`src/rtl/cfgld_pkg.sv`:
```
package cfgld_pkg;

    typedef enum logic [2:0] {
        ST_IDLE,
        ST_INIT,
        ST_HUNT,
        ST_LENGTH,
        ST_LOAD,
        ST_RELEASE,
        ST_DONE
    } cfg_state_t;

endpackage

```
`src/rtl/cfgld_cclk_gen.sv`:
```
// Configuration clock divider: DIV_HALF system clocks per half period.
// A pulse is shown on the pin only when gate is high at the rising point;
// once started, a pulse always completes its high half.
module cfgld_cclk_gen #(
    parameter int DIV_HALF = 2
) (
    input  logic clk,
    input  logic rst_n,
    input  logic run,
    input  logic gate,
    output logic cclk,
    output logic rise
);

    localparam int CNT_W = (DIV_HALF > 1) ? $clog2(DIV_HALF) : 1;
    localparam logic [CNT_W-1:0] HALF_LAST = CNT_W'(DIV_HALF - 1);

    logic [CNT_W-1:0] cnt_q;
    logic             phase_q;
    logic             pin_q;

    assign rise = run && (cnt_q == HALF_LAST) && !phase_q;
    assign cclk = pin_q;

    always_ff @(posedge clk or negedge rst_n) begin
        if (!rst_n) begin
            cnt_q   <= '0;
            phase_q <= 1'b0;
            pin_q   <= 1'b0;
        end else if (!run) begin
            cnt_q   <= '0;
            phase_q <= 1'b0;
            pin_q   <= 1'b0;
        end else if (cnt_q == HALF_LAST) begin
            cnt_q   <= '0;
            phase_q <= ~phase_q;
            pin_q   <= phase_q ? 1'b0 : gate;
        end else begin
            cnt_q   <= cnt_q + 1'b1;
        end
    end

    // the pin is only ever high during the high half of the divider
    a_r3_pin_in_high_half: assert property (@(posedge clk) disable iff (!rst_n)
        pin_q |-> phase_q);

endmodule

```
`src/rtl/cfgld_sync_detect.sv`:
```
// Hunts for a run of PRE_ONES ones followed by the 4-bit tag (MSB first in time).
module cfgld_sync_detect #(
    parameter int         PRE_ONES = 8,
    parameter logic [3:0] PRE_TAG  = 4'b0010
) (
    input  logic clk,
    input  logic rst_n,
    input  logic clear,
    input  logic sample,
    input  logic bit_in,
    output logic found
);

    localparam int ONES_W = $clog2(PRE_ONES + 1);
    localparam logic [ONES_W-1:0] ONES_FULL = ONES_W'(PRE_ONES);

    logic [ONES_W-1:0] ones_q;
    logic [1:0]        idx_q;
    logic              exp_bit;

    always_comb begin
        exp_bit = PRE_TAG[2'd3 - idx_q];
        found   = sample && (idx_q == 2'd3) && (bit_in == exp_bit);
    end

    always_ff @(posedge clk or negedge rst_n) begin
        if (!rst_n) begin
            ones_q <= '0;
            idx_q  <= '0;
        end else if (clear) begin
            ones_q <= '0;
            idx_q  <= '0;
        end else if (sample) begin
            if (idx_q == 2'd0) begin
                if (ones_q == ONES_FULL && bit_in == PRE_TAG[3]) begin
                    idx_q <= 2'd1;
                end else if (bit_in) begin
                    if (ones_q != ONES_FULL) ones_q <= ones_q + 1'b1;
                end else begin
                    ones_q <= '0;
                end
            end else if (bit_in == exp_bit) begin
                idx_q <= idx_q + 1'b1;
                if (idx_q == 2'd3) ones_q <= '0;
            end else begin
                idx_q  <= 2'd0;
                ones_q <= bit_in ? ONES_W'(1) : '0;
            end
        end
    end

    // the tag phase is only entered from a complete run of ones
    a_r4_tag_after_run: assert property (@(posedge clk) disable iff (!rst_n)
        (idx_q == 2'd1 && $past(idx_q) == 2'd0) |-> ($past(ones_q) == ONES_FULL));

endmodule

```
`src/rtl/cfgld_len_track.sv`:
```
// Length shift register and total pulse counter with their comparisons.
module cfgld_len_track #(
    parameter int LEN_W = 24
) (
    input  logic clk,
    input  logic rst_n,
    input  logic clear,
    input  logic count_en,
    input  logic shift_en,
    input  logic bit_in,
    output logic len_last,
    output logic len_short,
    output logic pulses_hit,
    output logic cap_hit
);

    localparam int CW    = LEN_W + 1;
    localparam int IDX_W = (LEN_W > 1) ? $clog2(LEN_W) : 1;
    localparam logic [IDX_W-1:0] IDX_LAST = IDX_W'(LEN_W - 1);
    localparam logic [CW-1:0]    CAP_PRE  = {1'b0, {LEN_W{1'b1}}};
    localparam logic [CW-1:0]    CAP_MAX  = {1'b1, {LEN_W{1'b0}}};

    logic [LEN_W-1:0] len_q;
    logic [LEN_W-1:0] len_next;
    logic [CW-1:0]    pcnt_q;
    logic [CW-1:0]    pcnt_inc;
    logic [IDX_W-1:0] idx_q;

    always_comb begin
        len_next   = {len_q[LEN_W-2:0], bit_in};
        pcnt_inc   = pcnt_q + 1'b1;
        len_last   = shift_en && (idx_q == IDX_LAST);
        len_short  = ({1'b0, len_next} <= pcnt_inc);
        pulses_hit = count_en && (pcnt_inc == {1'b0, len_q});
        cap_hit    = count_en && (pcnt_q == CAP_PRE);
    end

    always_ff @(posedge clk or negedge rst_n) begin
        if (!rst_n) begin
            len_q  <= '0;
            pcnt_q <= '0;
            idx_q  <= '0;
        end else if (clear) begin
            len_q  <= '0;
            pcnt_q <= '0;
            idx_q  <= '0;
        end else begin
            if (count_en) pcnt_q <= pcnt_inc;
            if (shift_en) begin
                len_q <= len_next;
                idx_q <= idx_q + 1'b1;
            end
        end
    end

    // never more than 2^LEN_W pulses in one load
    a_r8_pulse_bound: assert property (@(posedge clk) disable iff (!rst_n)
        pcnt_q <= CAP_MAX);

endmodule

```
`src/rtl/mserial_cfg_loader.sv`:
```
module mserial_cfg_loader
    import cfgld_pkg::*;
#(
    parameter int         DIV_HALF = 2,
    parameter int         INIT_CYC = 4,
    parameter int         PRE_ONES = 8,
    parameter int         LEN_W    = 24,
    parameter logic [3:0] PRE_TAG  = 4'b0010
) (
    input  logic       clk,
    input  logic       rst_n,
    input  logic [2:0] mode_sel,
    input  logic       reconfig_req,
    input  logic       ser_din,
    output logic       cclk_o,
    output logic       init_n_o,
    output logic       done_o,
    output logic       user_io_en_o,
    output logic       bit_valid_o,
    output logic       bit_data_o,
    output logic       cfg_err_o
);

    localparam int ICW = (INIT_CYC > 1) ? $clog2(INIT_CYC + 1) : 1;
    localparam logic [ICW-1:0] INIT_LAST = ICW'(INIT_CYC - 1);
    localparam logic [2:0]     MODE_SERIAL_MASTER = 3'b000;

    cfg_state_t     state_q, state_d;
    logic           err_q, err_set;
    logic [ICW-1:0] init_cnt_q;
    logic           rise, cclk_pin, gen_active, run, gate;
    logic           sample_hunt, count_en, shift_en, clear_ctx;
    logic           sync_found, len_last, len_short, pulses_hit, cap_hit;
    logic           valid_q, data_q;

    always_comb begin
        gen_active  = state_q inside {ST_HUNT, ST_LENGTH, ST_LOAD, ST_RELEASE};
        gate        = state_q inside {ST_HUNT, ST_LENGTH, ST_LOAD};
        run         = gen_active || cclk_pin;
        sample_hunt = rise && (state_q == ST_HUNT);
        shift_en    = rise && (state_q == ST_LENGTH);
        count_en    = rise && gate;
        clear_ctx   = (state_q == ST_INIT);
    end

    cfgld_cclk_gen #(.DIV_HALF(DIV_HALF)) u_cclk (
        .clk   (clk),
        .rst_n (rst_n),
        .run   (run),
        .gate  (gate),
        .cclk  (cclk_pin),
        .rise  (rise)
    );

    cfgld_sync_detect #(.PRE_ONES(PRE_ONES), .PRE_TAG(PRE_TAG)) u_sync (
        .clk    (clk),
        .rst_n  (rst_n),
        .clear  (clear_ctx),
        .sample (sample_hunt),
        .bit_in (ser_din),
        .found  (sync_found)
    );

    cfgld_len_track #(.LEN_W(LEN_W)) u_len (
        .clk        (clk),
        .rst_n      (rst_n),
        .clear      (clear_ctx),
        .count_en   (count_en),
        .shift_en   (shift_en),
        .bit_in     (ser_din),
        .len_last   (len_last),
        .len_short  (len_short),
        .pulses_hit (pulses_hit),
        .cap_hit    (cap_hit)
    );

    // Next-state logic
    always_comb begin
        state_d = state_q;
        err_set = 1'b0;
        unique case (state_q)
            ST_IDLE: begin
                if (mode_sel == MODE_SERIAL_MASTER && !err_q) state_d = ST_INIT;
            end
            ST_INIT: begin
                if (init_cnt_q == INIT_LAST) state_d = ST_HUNT;
            end
            ST_HUNT: begin
                if (sync_found) begin
                    state_d = ST_LENGTH;
                end else if (cap_hit) begin
                    state_d = ST_IDLE;
                    err_set = 1'b1;
                end
            end
            ST_LENGTH: begin
                if (len_last) begin
                    if (len_short) begin
                        state_d = ST_IDLE;
                        err_set = 1'b1;
                    end else begin
                        state_d = ST_LOAD;
                    end
                end
            end
            ST_LOAD: begin
                if (pulses_hit) state_d = ST_RELEASE;
            end
            ST_RELEASE: begin
                if (rise) state_d = ST_DONE;
            end
            ST_DONE: begin
                if (reconfig_req) state_d = ST_IDLE;
            end
            default: state_d = ST_IDLE;
        endcase
    end

    // State register and sequencing counters
    always_ff @(posedge clk or negedge rst_n) begin
        if (!rst_n) begin
            state_q    <= ST_IDLE;
            err_q      <= 1'b0;
            init_cnt_q <= '0;
            valid_q    <= 1'b0;
            data_q     <= 1'b0;
        end else begin
            state_q    <= state_d;
            if (err_set)           err_q <= 1'b1;
            else if (reconfig_req) err_q <= 1'b0;
            init_cnt_q <= (state_q == ST_INIT) ? init_cnt_q + 1'b1 : '0;
            valid_q    <= rise && (state_q == ST_LOAD);
            if (rise && state_q == ST_LOAD) data_q <= ser_din;
        end
    end

    // Output decode
    always_comb begin
        init_n_o     = (state_q != ST_INIT);
        done_o       = state_q inside {ST_RELEASE, ST_DONE};
        user_io_en_o = (state_q == ST_DONE);
        cfg_err_o    = err_q;
        cclk_o       = cclk_pin;
        bit_valid_o  = valid_q;
        bit_data_o   = data_q;
    end

    // INIT only begins when the mode pins select serial master loading
    a_r1_mode_gate: assert property (@(posedge clk) disable iff (!rst_n)
        $fell(init_n_o) |-> ($past(mode_sel) == MODE_SERIAL_MASTER));

    // no clock pulse and no DONE while the memory is held in reset
    a_r2_init_quiet: assert property (@(posedge clk) disable iff (!rst_n)
        !init_n_o |-> (!cclk_o && !done_o));

    // a payload strobe coincides with a high configuration clock
    a_r6_valid_on_cclk: assert property (@(posedge clk) disable iff (!rst_n)
        bit_valid_o |-> cclk_o);

    // user pins never released without DONE, and DONE leads the release
    a_r7_io_needs_done: assert property (@(posedge clk) disable iff (!rst_n)
        user_io_en_o |-> done_o);
    a_r7_done_leads_io: assert property (@(posedge clk) disable iff (!rst_n)
        $rose(user_io_en_o) |-> $past(done_o));

    // an error load never raises DONE
    a_r8_err_no_done: assert property (@(posedge clk) disable iff (!rst_n)
        cfg_err_o |-> !done_o);

    // the error holds until a reconfiguration request
    a_r10_err_sticky: assert property (@(posedge clk) disable iff (!rst_n)
        (cfg_err_o && !reconfig_req) |=> cfg_err_o);

endmodule

```
`config.mk`:
```
export PLATFORM = sky130hd
export DESIGN_NAME = mserial_cfg_loader
export DESIGN_NICKNAME = d
export VERILOG_FILES = /design/src/rtl/cfgld_pkg.sv /design/src/rtl/cfgld_cclk_gen.sv /design/src/rtl/cfgld_sync_detect.sv /design/src/rtl/cfgld_len_track.sv /design/src/rtl/mserial_cfg_loader.sv
export SDC_FILE = /design/constraint.sdc
export NUM_CORES = 1
export LEC_CHECK = 0
export BUFFER_PORTS_ARGS = -buffer_cell sky130_fd_sc_hd__buf_4
export CORE_MARGIN = 2
export CORE_UTILIZATION = 55
export CTS_CLUSTER_DIAMETER = 120
export DETAILED_ROUTE_END_ITERATION = 7
export PLACE_DENSITY = 0.7
export REMOVE_ABC_BUFFERS = 1
export SYNTH_ARGS = -nofsm -noshare
export SYNTH_HDL_FRONTEND = slang
export SYNTH_SLANG_ARGS = --single-unit
```
`constraint.sdc`:
```
create_clock -name clk -period 6.8 [get_ports clk]
set_input_delay 0.68 -clock clk [delete_from_list [all_inputs] [get_ports clk]]
set_output_delay 0.68 -clock clk [all_outputs]
set_load 0.01 [all_outputs]
```
==> results.yml <==
outcome:
  status: "completed"
synth:
  synth_cell_type_count: 62
  ys_ff_latch: 72
  syn-instance-count: 625
  synth_area_per_cell_um2: 8.21
  ys_seq_area_share_pct: 35.1
  synth_area_mm2: 0.00513
  synth_edf_count: 0
  synthArstFlopShare_pct: 100
  yosys_warnings: 0
  synthFlopType: "dfrtp_1"
setup_path:
  cp-start-kind: "register"
  end_kind: "register"
  cp_max_fo: 14
  crit_type: "reg2reg"
  cp_data_required_time_ps: 7030
  cp.arrival_ps: 4260
grt:
  grt_pass1_vias: 4160
  grt_pass1_wl_mm: 21.3
  grt_max_degree: 73
  gr-total-overflow: 0
  antenna_found_initial: 0
  grt_use_total_pct: 26.9
final_layout:
  multi_input_area_mm2: 0.00309
  layout_commonest_cell: "nand2_1"
  antenna_cells: 0
  area_growth_pct: 6.83
  drive_above_1_share_pct: 7.41
  fillers: 818
  layout_common_cells: "nand2_1 (108), dfrtp_1 (72), o21ai_0 (61)"
  regArea_mm2: 0.00180
  nets: 657
clocking:
  htree_levels: 3
  post_cts_buffers: 0
  cts_buffer_depth: 2
  numCtsBuffers: 9
  cts-resized-gates: 0
  cts_root_buf: "clkbuf_8"
  clk_pin_slew_ps: 80
  cts_sinks: 72
  holdBufCountCts: 0
  cts_tree: "done"
  clk_latency_ps: 350
route:
  remaining_drc_errors: 0
  wl_per_cell_um: 17.6
  wirelength_mm: 12.9
  drt_iter0_drc: 323
  ant_nets: 0
  first_pass_iters: 5
  num_vias: 4517
  viasPerCell: 6.17
placement:
  place.gp.congestion: 0.953
  io_buffer_count: 13
  dp_hpwl_mm: 9.22
floorplanning:
  start_util_pct: 56.0
  core_area_mm2: 0.00915
  rows: 35
  die_w_um: 101
  dieArea_mm2: 0.0101
  ios: 14
  die_y_um: 101
sta:
  finalMaxSlewViolations: 0
  slew_headroom_pct: 23.7
  period_share_pct: 59.3
  rsz0062_at_grt: "no"
  worstMarginPinSlew_ps: 1140
  fin_hold_ws_ps: 443
  setup_viol: 0
  hold_viol: 0
  fin_skew_ps: 9.43
  max_freq_ghz: 0.248
  tns_ps: 0
  min_period_ps: 4030
power_and_ir_drop:
  p_switching_mw: 0.537
  internal-power_mw: 0.857
  p_comb_share_pct: 34.3
  irDropWorstVdd_v: 0.000155
  p_sw_share_pct: 38.5
  power.density_mw_per_mm2: 254
  clkPwrFrac_pct: 28.8
  p_leak_nw: 2.37
  seqPwrFrac_pct: 36.9
hold_path:
  hp-class: "reg2reg"
job:
  cap_violations: 0
worst paths after layout:
| path | to | start | slack, ps | cells after the start |
|---|---|---|---|---|
| min in group asynchronous | u_cclk.cnt_q | rst_n | 450 | 1 |
| max in group asynchronous | u_len.len_q[9] | rst_n | 5740 | 1 |
| hold / removal | init_cnt_q[0] | init_cnt_q[0] | 440 | 1 |
| setup reg to reg | cfg_err_o | u_len.pcnt_q[2] | 2770 | 12 |
| hold reg to reg | init_cnt_q[0] | init_cnt_q[0] | 440 | 1 |
| setup / recovery | cfg_err_o | u_len.pcnt_q[2] | 2770 | 12 |
metrics by stage:
step / power, mW / area (µm²) / utilization (%) / setup slack, ps / instances
global placement: 0.984 / 5250 / 57.3 / 2970 / 716
CTS: 1.40 / 5480 / 59.9 / 2810 / 732
global route: 1.49 / 5480 / 59.9 / 2350 / 732
finish: 1.39 / 5480 / 59.9 / 2770 / 732
floorplan: 0.833 / 4980 / - / 3180 / 588
detailed placement: 0.997 / 5250 / 57.3 / 2840 / 716
cell usage after synthesis (all sizes together), types with 3 or more instances:
cell	n	area (µm²)
a21oi	23	115
clkbuf	27	101
buf	10	50.1
or3	4	25.0
a221oi	3	26.3
or4	3	26.3
o211ai	3	22.5
nor2b	10	62.6
xor2	13	114
dfrtp	72	1800
and2	4	25.0
and3	8	50.1
nand3b	5	37.5
nand4	18	134
inv	22	82.6
nor4	8	77.6
o31ai	11	82.6
a31oi	8	65.1
nand2	108	405
nor2	34	128
nand2b	11	68.8
ha	34	425
nand3	40	213
o21ai	62	310
o21a	5	37.5
o22ai	3	18.8
xnor2	30	263
nor3	13	65.1
a21o	3	22.5
flip-flops by register name, summed over array words and instances, names as in the netlist, 2 cells and up:
| name | count |
|---|---|
| init_cnt_q | 3 |
| state_q | 3 |
| u_len.idx_q | 5 |
| u_len.len_q | 24 |
| u_len.pcnt_q | 25 |
| u_sync.idx_q | 2 |
| u_sync.ones_q | 4 |
power groups by stage:
stage / Combinational, mW / Sequential, mW / Clock, mW
6_report: 0.478 / 0.515 / 0.401
5_1_grt: 0.536 / 0.523 / 0.426
4_1_cts: 0.478 / 0.514 / 0.409
3_5_place_dp: 0.474 / 0.523 / 0
3_3_place_gp: 0.464 / 0.520 / 0
2_1_floorplan: 0.321 / 0.512 / 0
area by class of cell:
type	count	share of cell area [%]
inverters	23	1.58
clock inverters	4	1.39
repair buffers	17	2.33
clock buffers	12	2.83
flip-flops and latches	72	32.9
multi-input cells	493	56.5
well taps	111	2.53
routing by layer:
| metal | GRT usage (%) | vias to the layer above | share of wire (%) |
|---|---|---|---|
| li1 | - | 2194 | - |
| met1 | 39.5 | 2145 | 46 |
| met2 | 40.7 | 159 | 46 |
| met3 | 3.33 | 19 | 6.5 |
| met4 | 10.1 | 0 | 1.9 |
| met5 | 0 | - | 0 |
worst max-delay path, stage by stage, from the launching register on:
cell,delay [ps]
dfrtp_1,470
nand3_1,410
nor2_1,850
nand3_1,380
xnor2_1,240
ha_1,300
nand2_1,70
or3_1,390
nor3_1,280
o22ai_1,120
a21oi_1,170
o211a_1,170
o21ai_0,60
kinds of logic after synthesis:
logic type	synth area share, %
AO/OA/AOI/OAI	16.8
XOR/XNOR	7.78
adder cells (fa/ha/maj)	8.29
buffers and inverters	4.64
flip-flops	35.1
multiplexers	0.610
AND/OR/NAND/NOR	26.7
Power figures use the tool's default switching activity.
